### src/rtl/gpio_bank_pkg.sv
package gpio_bank_pkg;

    typedef enum logic [2:0] {
        ACC_NONE,
        ACC_DATA,
        ACC_DIR,
        ACC_PULL,
        ACC_CTRL
    } acc_kind_e;

    typedef struct packed {
        acc_kind_e  kind;
        logic [7:0] idx;
    } acc_dec_t;

    // Address layout: data regs, then direction regs, then pull-up regs, then control
    function automatic acc_dec_t decode_addr(input int unsigned a,
                                             input int unsigned np,
                                             input int unsigned npu);
        acc_dec_t res;
        res.kind = ACC_NONE;
        res.idx  = 8'd0;
        if (a < np) begin
            res.kind = ACC_DATA;
            res.idx  = 8'(a);
        end else if (a < 2 * np) begin
            res.kind = ACC_DIR;
            res.idx  = 8'(a - np);
        end else if (a < 2 * np + npu) begin
            res.kind = ACC_PULL;
            res.idx  = 8'(a - 2 * np);
        end else if (a == 2 * np + npu) begin
            res.kind = ACC_CTRL;
        end
        return res;
    endfunction

endpackage

### src/rtl/gpio_bank_sync.sv
module gpio_bank_sync #(
    parameter int WIDTH = 32
) (
    input  logic             clk,
    input  logic             rst_n,
    input  logic [WIDTH-1:0] raw_i,
    output logic [WIDTH-1:0] sync_o
);
    typedef struct packed {
        logic [WIDTH-1:0] stage1;
        logic [WIDTH-1:0] stage2;
    } sync_t;

    sync_t s_d, s_q;

    always_comb begin
        s_d        = s_q;
        s_d.stage1 = raw_i;
        s_d.stage2 = s_q.stage1;
    end

    always_ff @(posedge clk or negedge rst_n) begin
        if (!rst_n) s_q <= '0;
        else        s_q <= s_d;
    end

    assign sync_o = s_q.stage2;
endmodule

### src/rtl/gpio_bank_regs.sv
module gpio_bank_regs #(
    parameter int NUM_PORTS   = 4,
    parameter int PORT_W      = 8,
    parameter int GROUP_W     = 4,
    parameter int ADDR_W      = 6,
    parameter logic [NUM_PORTS*PORT_W-1:0] BUS_LINES = 'hFFFF,
    parameter int INONLY_LINE = 29
) (
    input  logic                           clk,
    input  logic                           rst_n,
    input  logic [ADDR_W-1:0]              addr_i,
    input  logic                           we_i,
    input  logic [PORT_W-1:0]              wdata_i,
    input  logic                           exp_mode_i,
    output logic [NUM_PORTS*PORT_W-1:0]    dir_o,
    output logic [NUM_PORTS*PORT_W-1:0]    lat_o,
    output logic [NUM_PORTS*PORT_W/GROUP_W-1:0] pull_o,
    output logic                           ctrl_o
);
    import gpio_bank_pkg::*;

    localparam int NUM_LINES   = NUM_PORTS * PORT_W;
    localparam int NUM_GROUPS  = NUM_LINES / GROUP_W;
    localparam int NUM_PU_REGS = (NUM_GROUPS + PORT_W - 1) / PORT_W;
    localparam logic [NUM_LINES-1:0] IN_MASK = NUM_LINES'(1) << INONLY_LINE;

    typedef struct packed {
        logic [NUM_LINES-1:0]  dir;
        logic [NUM_LINES-1:0]  lat;
        logic [NUM_GROUPS-1:0] pull;
        logic                  ctrl;
    } regs_t;

    regs_t                regs_d, regs_q;
    acc_dec_t             dec;
    logic [NUM_LINES-1:0] locked;
    logic [PORT_W-1:0]    wmask;

    always_comb begin
        regs_d = regs_q;
        dec    = decode_addr(32'(addr_i), NUM_PORTS, NUM_PU_REGS);
        locked = (exp_mode_i ? BUS_LINES : '0) | IN_MASK;
        wmask  = '0;
        if (we_i) begin
            case (dec.kind)
                ACC_DATA: begin
                    for (int p = 0; p < NUM_PORTS; p++) begin
                        if (dec.idx == 8'(p)) regs_d.lat[p*PORT_W +: PORT_W] = wdata_i;
                    end
                end
                ACC_DIR: begin
                    for (int p = 0; p < NUM_PORTS; p++) begin
                        if (dec.idx == 8'(p)) begin
                            wmask = ~locked[p*PORT_W +: PORT_W];
                            regs_d.dir[p*PORT_W +: PORT_W] =
                                (regs_q.dir[p*PORT_W +: PORT_W] & ~wmask) | (wdata_i & wmask);
                        end
                    end
                end
                ACC_PULL: begin
                    for (int g = 0; g < NUM_GROUPS; g++) begin
                        if (dec.idx == 8'(g / PORT_W)) regs_d.pull[g] = wdata_i[g % PORT_W];
                    end
                end
                ACC_CTRL: regs_d.ctrl = wdata_i[0];
                default: ;
            endcase
        end
    end

    always_ff @(posedge clk or negedge rst_n) begin
        if (!rst_n) regs_q <= '0;
        else        regs_q <= regs_d;
    end

    assign dir_o  = regs_q.dir;
    assign lat_o  = regs_q.lat;
    assign pull_o = regs_q.pull;
    assign ctrl_o = regs_q.ctrl;

    // Bus-pin direction bits do not move while expansion mode is active
    assert_dir_locked_R8: assert property (@(posedge clk) disable iff (!rst_n)
        exp_mode_i |=> (((regs_q.dir ^ $past(regs_q.dir)) & BUS_LINES) == '0));

    // The input-only line never acquires a direction bit
    assert_inonly_dir_R10: assert property (@(posedge clk) disable iff (!rst_n)
        we_i |=> (regs_q.dir[INONLY_LINE] == 1'b0));
endmodule

### src/rtl/gpio_bank_pad.sv
module gpio_bank_pad #(
    parameter int NUM_LINES   = 32,
    parameter int GROUP_W     = 4,
    parameter logic [NUM_LINES-1:0] BUS_LINES = 'hFFFF,
    parameter int INONLY_LINE = 29
) (
    input  logic [NUM_LINES-1:0]         dir_i,
    input  logic [NUM_LINES-1:0]         lat_i,
    input  logic [NUM_LINES/GROUP_W-1:0] pull_i,
    input  logic                         exp_mode_i,
    input  logic [NUM_LINES-1:0]         periph_en_i,
    input  logic [NUM_LINES-1:0]         periph_out_i,
    output logic [NUM_LINES-1:0]         oe_o,
    output logic [NUM_LINES-1:0]         out_o,
    output logic [NUM_LINES-1:0]         pu_o
);
    localparam logic [NUM_LINES-1:0] IN_MASK = NUM_LINES'(1) << INONLY_LINE;

    logic [NUM_LINES-1:0] grp_pull;
    logic [NUM_LINES-1:0] bus_off;

    always_comb begin
        for (int l = 0; l < NUM_LINES; l++) grp_pull[l] = pull_i[l / GROUP_W];
        bus_off = exp_mode_i ? BUS_LINES : '0;
        oe_o    = (periph_en_i | dir_i) & ~IN_MASK;
        out_o   = ((periph_en_i & periph_out_i) | (~periph_en_i & lat_i)) & ~IN_MASK;
        pu_o    = grp_pull & ~dir_i & ~periph_en_i & ~bus_off & ~IN_MASK;
    end
endmodule

### src/rtl/gpio_bank_rdmux.sv
module gpio_bank_rdmux #(
    parameter int NUM_PORTS   = 4,
    parameter int PORT_W      = 8,
    parameter int GROUP_W     = 4,
    parameter int ADDR_W      = 6,
    parameter int LATCH_PORT  = 1,
    parameter int INONLY_LINE = 29
) (
    input  logic [ADDR_W-1:0]                    addr_i,
    input  logic [NUM_PORTS*PORT_W-1:0]          pin_sync_i,
    input  logic [NUM_PORTS*PORT_W-1:0]          dir_i,
    input  logic [NUM_PORTS*PORT_W-1:0]          lat_i,
    input  logic [NUM_PORTS*PORT_W/GROUP_W-1:0]  pull_i,
    input  logic                                 ctrl_i,
    output logic [PORT_W-1:0]                    rdata_o
);
    import gpio_bank_pkg::*;

    localparam int NUM_LINES   = NUM_PORTS * PORT_W;
    localparam int NUM_GROUPS  = NUM_LINES / GROUP_W;
    localparam int NUM_PU_REGS = (NUM_GROUPS + PORT_W - 1) / PORT_W;
    localparam int PU_BITS     = NUM_PU_REGS * PORT_W;
    localparam logic [NUM_LINES-1:0] IN_MASK    = NUM_LINES'(1) << INONLY_LINE;
    localparam logic [NUM_LINES-1:0] LATCH_MASK =
        {{(NUM_LINES-PORT_W){1'b0}}, {PORT_W{1'b1}}} << (LATCH_PORT * PORT_W);

    acc_dec_t             dec;
    logic [NUM_LINES-1:0] use_lat;
    logic [NUM_LINES-1:0] view;
    logic [PU_BITS-1:0]   pull_pad;

    always_comb begin
        dec      = decode_addr(32'(addr_i), NUM_PORTS, NUM_PU_REGS);
        use_lat  = (dir_i | (ctrl_i ? LATCH_MASK : '0)) & ~IN_MASK;
        view     = (lat_i & use_lat) | (pin_sync_i & ~use_lat);
        pull_pad = PU_BITS'(pull_i);
        rdata_o  = '0;
        case (dec.kind)
            ACC_DATA: begin
                for (int p = 0; p < NUM_PORTS; p++)
                    if (dec.idx == 8'(p)) rdata_o = view[p*PORT_W +: PORT_W];
            end
            ACC_DIR: begin
                for (int p = 0; p < NUM_PORTS; p++)
                    if (dec.idx == 8'(p)) rdata_o = dir_i[p*PORT_W +: PORT_W];
            end
            ACC_PULL: begin
                for (int k = 0; k < NUM_PU_REGS; k++)
                    if (dec.idx == 8'(k)) rdata_o = pull_pad[k*PORT_W +: PORT_W];
            end
            ACC_CTRL: rdata_o = {{(PORT_W-1){1'b0}}, ctrl_i};
            default:  rdata_o = '0;
        endcase
    end
endmodule

### src/rtl/gpio_bank.sv
module gpio_bank #(
    parameter int NUM_PORTS   = 4,
    parameter int PORT_W      = 8,
    parameter int GROUP_W     = 4,
    parameter int ADDR_W      = 6,
    parameter logic [NUM_PORTS*PORT_W-1:0] BUS_LINES = 'hFFFF,
    parameter int LATCH_PORT  = 1,
    parameter int INONLY_LINE = 29
) (
    input  logic                          clk,
    input  logic                          rst_n,
    input  logic [ADDR_W-1:0]             addr,
    input  logic                          we,
    input  logic [PORT_W-1:0]             wdata,
    output logic [PORT_W-1:0]             rdata,
    input  logic                          exp_mode,
    input  logic [NUM_PORTS*PORT_W-1:0]   periph_en,
    input  logic [NUM_PORTS*PORT_W-1:0]   periph_out,
    input  logic [NUM_PORTS*PORT_W-1:0]   pin_in,
    output logic [NUM_PORTS*PORT_W-1:0]   pin_oe,
    output logic [NUM_PORTS*PORT_W-1:0]   pin_out,
    output logic [NUM_PORTS*PORT_W-1:0]   pin_pu
);
    localparam int NUM_LINES  = NUM_PORTS * PORT_W;
    localparam int NUM_GROUPS = NUM_LINES / GROUP_W;
    localparam logic [NUM_LINES-1:0] IN_MASK = NUM_LINES'(1) << INONLY_LINE;

    logic [NUM_LINES-1:0]  dir_w, lat_w, pin_sync_w;
    logic [NUM_GROUPS-1:0] pull_w;
    logic                  ctrl_w;

    gpio_bank_sync #(.WIDTH(NUM_LINES)) sync_i (
        .clk    (clk),
        .rst_n  (rst_n),
        .raw_i  (pin_in),
        .sync_o (pin_sync_w)
    );

    gpio_bank_regs #(
        .NUM_PORTS(NUM_PORTS), .PORT_W(PORT_W), .GROUP_W(GROUP_W), .ADDR_W(ADDR_W),
        .BUS_LINES(BUS_LINES), .INONLY_LINE(INONLY_LINE)
    ) regs_i (
        .clk        (clk),
        .rst_n      (rst_n),
        .addr_i     (addr),
        .we_i       (we),
        .wdata_i    (wdata),
        .exp_mode_i (exp_mode),
        .dir_o      (dir_w),
        .lat_o      (lat_w),
        .pull_o     (pull_w),
        .ctrl_o     (ctrl_w)
    );

    gpio_bank_pad #(
        .NUM_LINES(NUM_LINES), .GROUP_W(GROUP_W),
        .BUS_LINES(BUS_LINES), .INONLY_LINE(INONLY_LINE)
    ) pad_i (
        .dir_i        (dir_w),
        .lat_i        (lat_w),
        .pull_i       (pull_w),
        .exp_mode_i   (exp_mode),
        .periph_en_i  (periph_en),
        .periph_out_i (periph_out),
        .oe_o         (pin_oe),
        .out_o        (pin_out),
        .pu_o         (pin_pu)
    );

    gpio_bank_rdmux #(
        .NUM_PORTS(NUM_PORTS), .PORT_W(PORT_W), .GROUP_W(GROUP_W), .ADDR_W(ADDR_W),
        .LATCH_PORT(LATCH_PORT), .INONLY_LINE(INONLY_LINE)
    ) rdmux_i (
        .addr_i     (addr),
        .pin_sync_i (pin_sync_w),
        .dir_i      (dir_w),
        .lat_i      (lat_w),
        .pull_i     (pull_w),
        .ctrl_i     (ctrl_w),
        .rdata_o    (rdata)
    );

    // Pull-up is never requested on a driven line
    assert_pull_not_driven_R6: assert property (@(posedge clk) disable iff (!rst_n)
        (pin_pu & pin_oe) == '0);

    // Bus pins carry no pull-up in expansion mode
    assert_pull_off_bus_R7: assert property (@(posedge clk) disable iff (!rst_n)
        exp_mode |-> ((pin_pu & BUS_LINES) == '0));

    // Active peripheral output owns the line
    assert_periph_owns_R9: assert property (@(posedge clk) disable iff (!rst_n)
        ((periph_en & ~IN_MASK & (~pin_oe | (pin_out ^ periph_out))) == '0));

    // Input-only line is never driven nor pulled
    assert_inonly_quiet_R10: assert property (@(posedge clk) disable iff (!rst_n)
        !pin_oe[INONLY_LINE] && !pin_pu[INONLY_LINE] && !pin_out[INONLY_LINE]);
endmodule

### config.mk
export PLATFORM = sky130hd
export DESIGN_NAME = gpio_bank
export DESIGN_NICKNAME = d
export VERILOG_FILES = /design/src/rtl/gpio_bank_pkg.sv /design/src/rtl/gpio_bank_sync.sv /design/src/rtl/gpio_bank_regs.sv /design/src/rtl/gpio_bank_pad.sv /design/src/rtl/gpio_bank_rdmux.sv /design/src/rtl/gpio_bank.sv
export SDC_FILE = /design/constraint.sdc
export NUM_CORES = 1
export LEC_CHECK = 0
export ABC_AREA = 1
export BUFFER_PORTS_ARGS = -buffer_cell sky130_fd_sc_hd__buf_2
export CAP_MARGIN = 10
export CORE_UTILIZATION = 56
export CTS_BUF_LIST = sky130_fd_sc_hd__clkbuf_2 sky130_fd_sc_hd__clkbuf_4 sky130_fd_sc_hd__clkbuf_8
export CTS_CLUSTER_SIZE = 12
export DETAILED_ROUTE_END_ITERATION = 6
export PLACE_DENSITY = 0.88
export SKIP_CTS_REPAIR_TIMING = 1
export SLEW_MARGIN = 40
export SYNTH_ARGS = -nofsm -noshare
export SYNTH_HDL_FRONTEND = slang
export SYNTH_SLANG_ARGS = --single-unit
export TNS_END_PERCENT = 20
### constraint.sdc
create_clock -name clk -period 7.91 [get_ports clk]
set_clock_uncertainty 0.2 [all_clocks]
set_input_delay 1.9775 -clock clk [delete_from_list [all_inputs] [get_ports clk]]
set_output_delay 1.9775 -clock clk [all_outputs]
set_load 0.05 [all_outputs]
==> results.md, run 1 <==
* Max clock buf depth at 2
* P&R area growth vs syn at 23.1%
* Fmax at 0.141 GHz
* Cell area after synthesis at 6490 um2
* DRT Pass-1 Iters at 6
* Antenna diodes at 0
* PD cells at 224 nW/um2
* Die Y at 110 um
* Mean post-synth cell area at 8.81 um2
* RSZ-0062 raised after global routing: no
* DPL Wire Length at 13300 um
* Fin crit share at 0.897
* Post-Route WL at 17400 um
* Max-cap viol count at 0
* Worst Tran Pin Value at 0.853 ns
* Crit path DAT at 4.92 ns
* Row count at 38
* Die W at 110 um
* Gr usage total at 0.311
* Worst Hold Depth at 0
* FF+latch count, synth at 135
* Hold Path End: sync_i.sync_o[10]
* Filler instances at 843
* Number of vias per cell at 5.39
* Reg clk slew, reported paths at 0.08 ns
* Core area at 11100 um2
* Worst-path maximum fanout at 13
* Peak supply drop at 0.159 mV
* Sequential area share after synthesis at 0.521
* Antenna violations before repair at 0
* Antenna Nets Post-Route at 0
* Placed inst area at 7600 um2
* Vias in the first global route at 5398
* First-pass GRT wire length at 27100 um
* Synth warn at 0
* # setup viols final at 0
* WL per Instance at 15.8 um
* Min-Delay Path Class: flop to flop
* Critical setup path kind: input port to output port
* Clk root buf: clkbuf_8
* Crit path launch type: input port
* Hold path start: sync_i.s_d[10]
* Share of cells above drive strength 1 at 0.362
* Worst r2r path cells at 2
* Footprint of the multi-input gates at 2740 um2
* Final Hold Viols at 0
* Leakage power at 4.22 nW
* H-tree lvl count at 4
* Drc violations at 0
* CTS Buf Count at 17
* RR Startpoint: regs_i.ctrl_o
* # IOs at 218
* Detailed router's first-iteration violation count at 452
* Worst R2R End: regs_i.ctrl_o
* Fin crit period at 7.09 ns
* Hold_ws at 0.139 ns
* Critical Path RT at 5.73 ns
* Largest net degree at the start of global routing at 84
* GPL Wtd Cong at 0.961
* Fin area at 7990 um2
* TNS Setup at 0 ns
* Final #Nets at 1070
* IO Port Bufs at 212
* Outcome: finished clean
* Slew Viols, Final at 0
* Number of distinct library cells after synthesis at 36
* Finished Layout Cells at 1103
* R2r setup slk at 6.82 ns
* Placed Instances at 1071
* Grt ovf at 0
* Via count at 5950
* Worst setup EP type: output port
* Worst slew margin at 0.429
* TritonCTS Sinks at 135
* CTS tree: done
* Mapped Cells at 737
* Register Area at 3380 um2
* Starting Density at 0.586
* DIE AREA at 12000 um2
* Worst-Skew Late Latency at 0.44 ns
* Design Power at 0.00179 W
-- power by group --
| part | internal, W | total [W] | switching [W] |
|---|---|---|---|
| Sequential | 0.000742 | 0.000779 | 0.0000365 |
| Combinational | 0.000117 | 0.000447 | 0.000329 |
| Clock | 0.000286 | 0.000564 | 0.000278 |
-- state kept, by name, indices dropped and copies added, names as in the netlist --
name / cells
regs_i.ctrl_o: 1
regs_i.dir_o: 31
regs_i.lat_o: 31
regs_i.pull_o: 8
sync_i.s_d: 32
sync_i.sync_o: 32
-- cell usage in the layout, fill, tap and decap left out, types with 5 or more instances in the layout --
cell type | synthesis | layout
nand2_4 | 5 | 5
or2_2 | 32 | 32
a21oi_1 | 12 | 12
mux2_2 | 22 | 22
clkbuf_8 | 0 | 17
nand2_2 | 12 | 12
dfrtp_1 | 135 | 135
o21ai_0 | 42 | 42
buf_2 | 7 | 211
nand3_1 | 35 | 35
inv_6 | 1 | 6
o21ai_2 | 17 | 17
ha_1 | 6 | 6
nor2_1 | 57 | 57
nand2_1 | 190 | 190
a31oi_1 | 5 | 5
nand4_1 | 14 | 14
o21ai_1 | 53 | 53
inv_1 | 55 | 55
-- layer usage --
metal / track usage / up-vias / routed length, um / part of all wire
met5: 0 / - / 0 / 0
met2: 0.515 / 317 / 8420 / 0.48
met3: 0.0658 / 41 / 1620 / 0.093
met1: 0.407 / 2754 / 6940 / 0.40
met4: 0.106 / 0 / 465 / 0.027
li1: - / 2838 / - / -
-- through the flow --
stage                      util  setup WS [ns]
after floorplan               -           1.69
after global placement    0.686          0.911
after detailed placement  0.686          0.913
after CTS                 0.721          0.895
after global routing      0.721          0.538
final                     0.721          0.817
-- layout make-up --
class / count / area share
tap: 140 / 0.0219
clock inverter: 14 / 0.0185
sequential: 135 / 0.423
clock buffer: 18 / 0.0302
inverter: 58 / 0.0279
timing repair buffer: 214 / 0.135
multi-input combinational: 524 / 0.343
-- cells by family after synthesis --
kind of cell / after synthesis / synth area share
AOI/OAI and AO/OA: 134 / 0.118
buffers and inverters: 80 / 0.0578
muxes: 22 / 0.0382
other: 1 / 0.000578
and+or+nand+nor: 359 / 0.254
adders and majority gates: 6 / 0.0116
DFF: 135 / 0.521
-- worst max-delay path by stage --
| stage | from | endpoint | slack (ns) |
|---|---|---|---|
| after detailed placement | addr[3] | rdata[2] | 0.91 |
| after CTS | addr[3] | rdata[2] | 0.89 |
| after global placement | addr[3] | rdata[2] | 0.91 |
| after global routing | addr[3] | rdata[2] | 0.54 |
| after floorplan | addr[3] | rdata[3] | 1.69 |
| final | addr[3] | rdata[2] | 0.82 |
-- Yosys cell counts --
master / number / share of area
inv_1: 55 / 0.032
conb_1: 1 / 0.00058
o21ai_0: 42 / 0.032
nand2_1: 190 / 0.11
nand2_4: 5 / 0.0087
a21boi_1: 2 / 0.0023
or2_1: 1 / 0.00096
buf_6: 5 / 0.0087
o21ai_1: 53 / 0.041
ha_1: 6 / 0.012
inv_6: 1 / 0.0013
inv_2: 2 / 0.0012
nand3b_1: 2 / 0.0023
nor2_1: 57 / 0.033
mux2_2: 22 / 0.038
buf_2: 7 / 0.0054
or2_2: 32 / 0.031
a21oi_4: 1 / 0.0025
nand2_2: 12 / 0.012
a221oi_1: 1 / 0.0013
a31oi_1: 5 / 0.0048
nor2_4: 3 / 0.0052
nand3_1: 35 / 0.027
nand4_2: 1 / 0.0019
dfrtp_1: 135 / 0.52
a21oi_1: 12 / 0.0093
o21ai_2: 17 / 0.023
nor3_1: 1 / 0.00077
clkbuf_1: 3 / 0.0017
nand4_1: 14 / 0.013
clkbuf_2: 1 / 0.00077
nand3_2: 1 / 0.0015
buf_4: 6 / 0.0069
a21oi_2: 1 / 0.0013
nor3_4: 1 / 0.0025
nor2_2: 4 / 0.0039
-- worst max-delay path: stages --
cell	delay, ns
buf_2	0.11
inv_1	0.10
ha_1	0.24
ha_1	0.23
nand2_2	0.28
inv_1	0.12
nand2_2	0.09
nand2_1	0.06
nor2_2	0.40
nand2_1	0.18
nor2_4	0.28
nand2_4	0.15
inv_6	0.13
nand2_1	0.07
nand2_1	0.10
nand2_1	0.06
nand2_1	0.06
nand2_1	0.06
buf_2	0.21
Power figures use the tool's default switching activity.
==> run 2, diff against run 1 <==
RECOVER_POWER = 50   (was unset)
==> run 2 against run 1 <==
- global-route usage stayed put
- clock-buffer cell count unchanged
- critical path type unchanged
- final area fell by 0.13%
- combinational power about the same
- the run now ends with capacitance limit, slew limit left
- first-iteration DRC count unchanged
- clock power about the same
- sequential share of layout area grew 0.053 points
==> results.md, run 2 (synthesis gave the netlist of run 1 again) <==
* Row count at 38 (unchanged)
* CTS tree: done (unchanged)
* IO Port Bufs at 212 (unchanged)
* Most frequent cells in the layout: buf_2, nand2_1, dfrtp_1 (unchanged)
* GPL Wtd Cong at 0.961 (unchanged)
* Via count at 5970 (was 5950)
* DPL Wire Length at 13300 um (unchanged)
* Worst-path maximum fanout at 13 (unchanged)
* Die Y at 110 um (unchanged)
* Crit path DAT at 4.90 ns (was 4.92 ns)
* Cell Chain, Critical Path: buf_2 -> inv_1 -> ha_1 -> ha_1 -> nand2_2 -> inv_1 -> nand2_2 -> nand2_1 -> nor2_2 -> nand2_1 -> nor2_4 -> nand2_4 -> inv_6 -> nand2_1 -> nand2_1 -> nand2_1 -> nand2_1 -> nand2_1 -> buf_2 (unchanged)
* Post-Place Setup Slack at 0.913 ns (unchanged)
* Worst Tran Pin Value at 2.64 ns (was 0.853 ns)
* Commonest non-fill, non-tap cell in the layout: buf_2 (unchanged)
* Final #Nets at 1070 (unchanged)
* Largest net degree at the start of global routing at 84 (unchanged)
* WL per Instance at 15.8 um (about the same)
* Post-layout util at 0.720 (was 0.721)
* Share of cells above drive strength 1 at 0.361 (was 0.362)
* Worst Hold Depth at 0 (unchanged)
* CTS Buf Count at 17 (unchanged)
* P&R area growth vs syn at 23.0% (was 23.1%)
* # IOs at 218 (unchanged)
* RSZ-0062 raised after global routing: no (unchanged)
* Reg clk slew, reported paths at 0.08 ns (about the same)
* Fin area at 7980 um2 (was 7990 um2)
* Crit path max-delay cell type: nor2_2 (unchanged)
* Worst setup EP type: output port (unchanged)
* Crit path launch type: input port (unchanged)
* Worst slew margin at -0.760 (was 0.429)
* TNS Setup at 0 ns (unchanged)
* Fin crit period at 7.08 ns (was 7.09 ns)
* Most common cell on crit path: nand2_1 (unchanged)
* Worst-Skew Late Latency at 0.43 ns (was 0.44 ns)
* TritonCTS Sinks at 135 (unchanged)
* Post-Route WL at 17400 um (about the same)
* Final Hold Viols at 0 (unchanged)
* Core area at 11100 um2 (unchanged)
* Starting Density at 0.586 (unchanged)
* Drc violations at 0 (unchanged)
* Antenna violations before repair at 0 (unchanged)
* Detailed router's first-iteration violation count at 452 (unchanged)
* Setup WS post-layout at 0.832 ns (was 0.817 ns)
* Critical Path RT at 5.73 ns (about the same)
* R2r setup slk at 6.82 ns (about the same)
* Critical setup path kind: input port to output port (unchanged)
* Number of vias per cell at 5.41 (was 5.39)
* Max incr delay on CP at 0.40 ns (about the same)
* Failing checks: capacitance limit, slew limit
* RR Startpoint: regs_i.ctrl_o (unchanged)
* Fin crit share at 0.895 (was 0.897)
* Clk root buf: clkbuf_8 (unchanged)
* Crit path capture: rdata[2] (unchanged)
* First-pass GRT wire length at 27100 um (unchanged)
* Design Power at 0.00179 W (about the same)
* PD cells at 224 nW/um2 (about the same)
* Peak supply drop at 0.159 mV (about the same)
* Start point of the critical path: addr[3] (unchanged)
* H-tree lvl count at 4 (unchanged)
* Slew Viols, Final at 138 (was 0)
* Max-cap viol count at 2 (was 0)
* DIE AREA at 12000 um2 (unchanged)
* Die W at 110 um (unchanged)
* Outcome: finished with violations (was finished clean)
* Fmax at 0.141 GHz (about the same)
* Min-Delay Path Class: flop to flop (unchanged)
* Leakage power at 4.21 nW (was 4.22 nW)
* Grt ovf at 0 (unchanged)
* # setup viols final at 0 (unchanged)
* Gr usage total at 0.311 (unchanged)
* Worst R2R End: regs_i.ctrl_o (unchanged)
* Placed inst area at 7600 um2 (unchanged)
* Vias in the first global route at 5398 (unchanged)
* Worst r2r path cells at 2 (unchanged)
* Antenna diodes at 0 (unchanged)
* Antenna Nets Post-Route at 0 (unchanged)
* DRT Pass-1 Iters at 5 (was 6)
* Max clock buf depth at 2 (unchanged)
-- run 2: cell types whose count changed in the layout (fill, tap and decap cells not counted), sizes merged --
cell	delta
buf	-2
clkbuf	+2
-- run 2: metal layers --
layer | routed length [um] | global-route usage
met1 | 7000 | 0.407
met2 | 8450 | 0.515
met3 | 1560 | 0.0658
met4 | 416 | 0.106
met5 | 0 | 0
-- run 2: critical path, delay by kind of cell --
family                     cells  cell delay, ns
buffers and inverters          5            0.67
and+or+nand+nor               12            1.79
adders and majority gates      2            0.47
-- run 2: report_power, final --
group	total (W)	internal [W]	switching (W)
sequential	0.000779	0.000742	0.0000363
combinational	0.000447	0.000117	0.000330
clock	0.000565	0.000286	0.000278
-- run 2: final cells by class --
cell class | count | area [um2]
Sequential cell | 135 | 3380
Fill cell | 846 | 3100
Multi-Input combinational cell | 524 | 2740
Timing Repair Buffer | 214 | 1070
Clock buffer | 18 | 241
Inverter | 58 | 223
Tap cell | 140 | 175
Clock inverter | 14 | 148
-- run 2: worst min-delay path by stage --
| stage | start | endpoint | slack, ns |
|---|---|---|---|
| floorplan | sync_i.s_d[0] | sync_i.sync_o[0] | 0.13 |
| global placement | sync_i.s_d[19] | sync_i.sync_o[19] | 0.13 |
| detailed placement | sync_i.s_d[10] | sync_i.sync_o[10] | 0.13 |
| CTS | sync_i.s_d[10] | sync_i.sync_o[10] | 0.14 |
| global route | sync_i.s_d[10] | sync_i.sync_o[10] | 0.15 |
| finish | sync_i.s_d[10] | sync_i.sync_o[10] | 0.14 |
-- run 2: through the flow --
step                hold WS [ns]  cells
detailed placement         0.135   1071
floorplan                  0.131    739
global route               0.148   1103
CTS                        0.138   1103
global placement           0.132   1071
finish                     0.138   1103
==> run 3, diff against run 2 <==
RECOVER_POWER = 25   (was 50)
==> run 3 against run 2 <==
- the flow still finishes with violations (capacitance limit, slew limit)
- first-iteration DRC count is the same
- combinational power is essentially flat
- register-to-register slack is essentially flat
- total power is essentially flat
- final area is essentially flat
- non-clock buffer count is the same
- global-route usage is the same
- routed wire length is essentially flat
- via count shrank 0.34%
- cell count is the same
- critical path type unchanged
- critical endpoint unchanged
- largest cell class unchanged
==> results.md, run 3 (synthesis gave the netlist of run 1 again) <==
* TNS Setup at 0 ns (unchanged)
* P&R area growth vs syn at 23.1% (was 23.0%)
* Outcome: finished with violations (unchanged)
* Fin crit period at 7.09 ns (was 7.08 ns)
* H-tree lvl count at 4 (unchanged)
* TritonCTS Sinks at 135 (unchanged)
* Worst setup EP type: output port (unchanged)
* Grt ovf at 0 (unchanged)
* Detailed router's first-iteration violation count at 452 (unchanged)
* Share of cells above drive strength 1 at 0.361 (unchanged)
* PD cells at 224 nW/um2 (about the same)
* Peak supply drop at 0.158 mV (was 0.159 mV)
* Die W at 110 um (unchanged)
* Starting Density at 0.586 (unchanged)
* Vias in the first global route at 5398 (unchanged)
* Top Usage Layer GRT: met2 (unchanged)
* DIE AREA at 12000 um2 (unchanged)
* DPL Wire Length at 13300 um (unchanged)
* Most frequent cells in the layout: buf_2, nand2_1, dfrtp_1 (unchanged)
* Leakage power at 4.22 nW (was 4.21 nW)
* Worst-Skew Late Latency at 0.44 ns (was 0.43 ns)
* Hold_ws at 0.135 ns (was 0.138 ns)
* Antenna Nets Post-Route at 0 (unchanged)
* Met3 track demand over resource at 0.0658 (unchanged)
* Failing checks: capacitance limit, slew limit (unchanged)
* Met2 Track Usage GR at 0.515 (unchanged)
* Fin crit share at 0.896 (was 0.895)
* IO Port Bufs at 212 (unchanged)
* Fin area at 7990 um2 (was 7980 um2)
* Max clock buf depth at 2 (unchanged)
* CTS tree: done (unchanged)
* Met1 Usage GRT at 0.407 (unchanged)
* Placed inst area at 7600 um2 (unchanged)
* Fmax at 0.141 GHz (about the same)
* Antenna violations before repair at 0 (unchanged)
* Final Hold Viols at 0 (unchanged)
* Core area at 11100 um2 (unchanged)
* Clk root buf: clkbuf_8 (unchanged)
* Crit path DAT at 4.91 ns (was 4.90 ns)
* WL per Instance at 15.8 um (about the same)
* Slew Viols, Final at 54 (was 138)
* Via count at 5950 (was 5970)
* Antenna diodes at 0 (unchanged)
* Largest net degree at the start of global routing at 84 (unchanged)
* RSZ-0062 raised after global routing: no (unchanged)
* Gr usage total at 0.311 (unchanged)
* DRT Pass-1 Iters at 6 (was 5)
* GPL Wtd Cong at 0.961 (unchanged)
* Min-Delay Path Class: flop to flop (unchanged)
* Commonest non-fill, non-tap cell in the layout: buf_2 (unchanged)
* Row count at 38 (unchanged)
* Max-cap viol count at 1 (was 2)
* Final #Nets at 1070 (unchanged)
* Post-Route WL at 17400 um (about the same)
* # setup viols final at 0 (unchanged)
* Critical Path RT at 5.73 ns (about the same)
* Drc violations at 0 (unchanged)
* Critical setup path kind: input port to output port (unchanged)
* Worst slew margin at -0.780 (was -0.760)
* CTS Buf Count at 17 (unchanged)
* Number of vias per cell at 5.39 (was 5.41)
* Worst-path maximum fanout at 13 (unchanged)
* Die Y at 110 um (unchanged)
* Worst Tran Pin Value at 2.67 ns (was 2.64 ns)
* Crit path launch type: input port (unchanged)
* First-pass GRT wire length at 27100 um (unchanged)
* Reg clk slew, reported paths at 0.08 ns (about the same)
* # IOs at 218 (unchanged)
## run 3: stage by stage
step / power, W / util / cells / setup slack [ns]
floorplan: 0.00111 / - / 739 / 1.69
global placement: 0.00123 / 0.686 / 1071 / 0.911
detailed placement: 0.00124 / 0.686 / 1071 / 0.913
CTS: 0.00179 / 0.721 / 1103 / 0.895
global route: 0.00187 / 0.721 / 1103 / 0.538
finish: 0.00179 / 0.721 / 1103 / 0.822
## run 3: final cells by class
class / count / area [um2]
Sequential cell: 135 / 3380
Fill cell: 844 / 3090
Multi-Input combinational cell: 524 / 2740
Timing Repair Buffer: 214 / 1080
Clock buffer: 18 / 241
Inverter: 58 / 223
Tap cell: 140 / 175
Clock inverter: 14 / 148
## run 3: final timing paths
kind	from	to	slack, ns	depth (start not counted)
setup / recovery	addr[3]	rdata[2]	0.82	19
hold / removal	sync_i.s_d[10]	sync_i.sync_o[10]	0.14	0
setup reg to reg	regs_i.ctrl_o	regs_i.ctrl_o	6.82	2
hold reg to reg	sync_i.s_d[10]	sync_i.sync_o[10]	0.14	0
max in group asynchronous	rst_n	regs_i.dir_o[31]	3.58	2
min in group asynchronous	rst_n	sync_i.s_d[7]	2.16	1
## run 3: per-layer routing
layer,up-vias,routed length (um)
met5,-,0
met4,0,475
met3,45,1580
met2,317,8420
met1,2757,6950
li1,2831,-
## run 3: critical path, stage by stage
cell,delay [ns]
buf_2,0.11
inv_1,0.10
ha_1,0.24
ha_1,0.23
nand2_2,0.28
inv_1,0.12
nand2_2,0.09
nand2_1,0.06
nor2_2,0.40
nand2_1,0.18
nor2_4,0.28
nand2_4,0.15
inv_6,0.13
nand2_1,0.07
nand2_1,0.10
nand2_1,0.06
nand2_1,0.07
nand2_1,0.06
buf_2,0.21
## run 3: power breakdown
group	leakage [nW]	switching (W)	internal [W]
clock network	0.198	0.000277	0.000286
registers	1.71	0.0000361	0.000742
logic	2.31	0.000329	0.000117
total	4.22	0.000643	0.00115
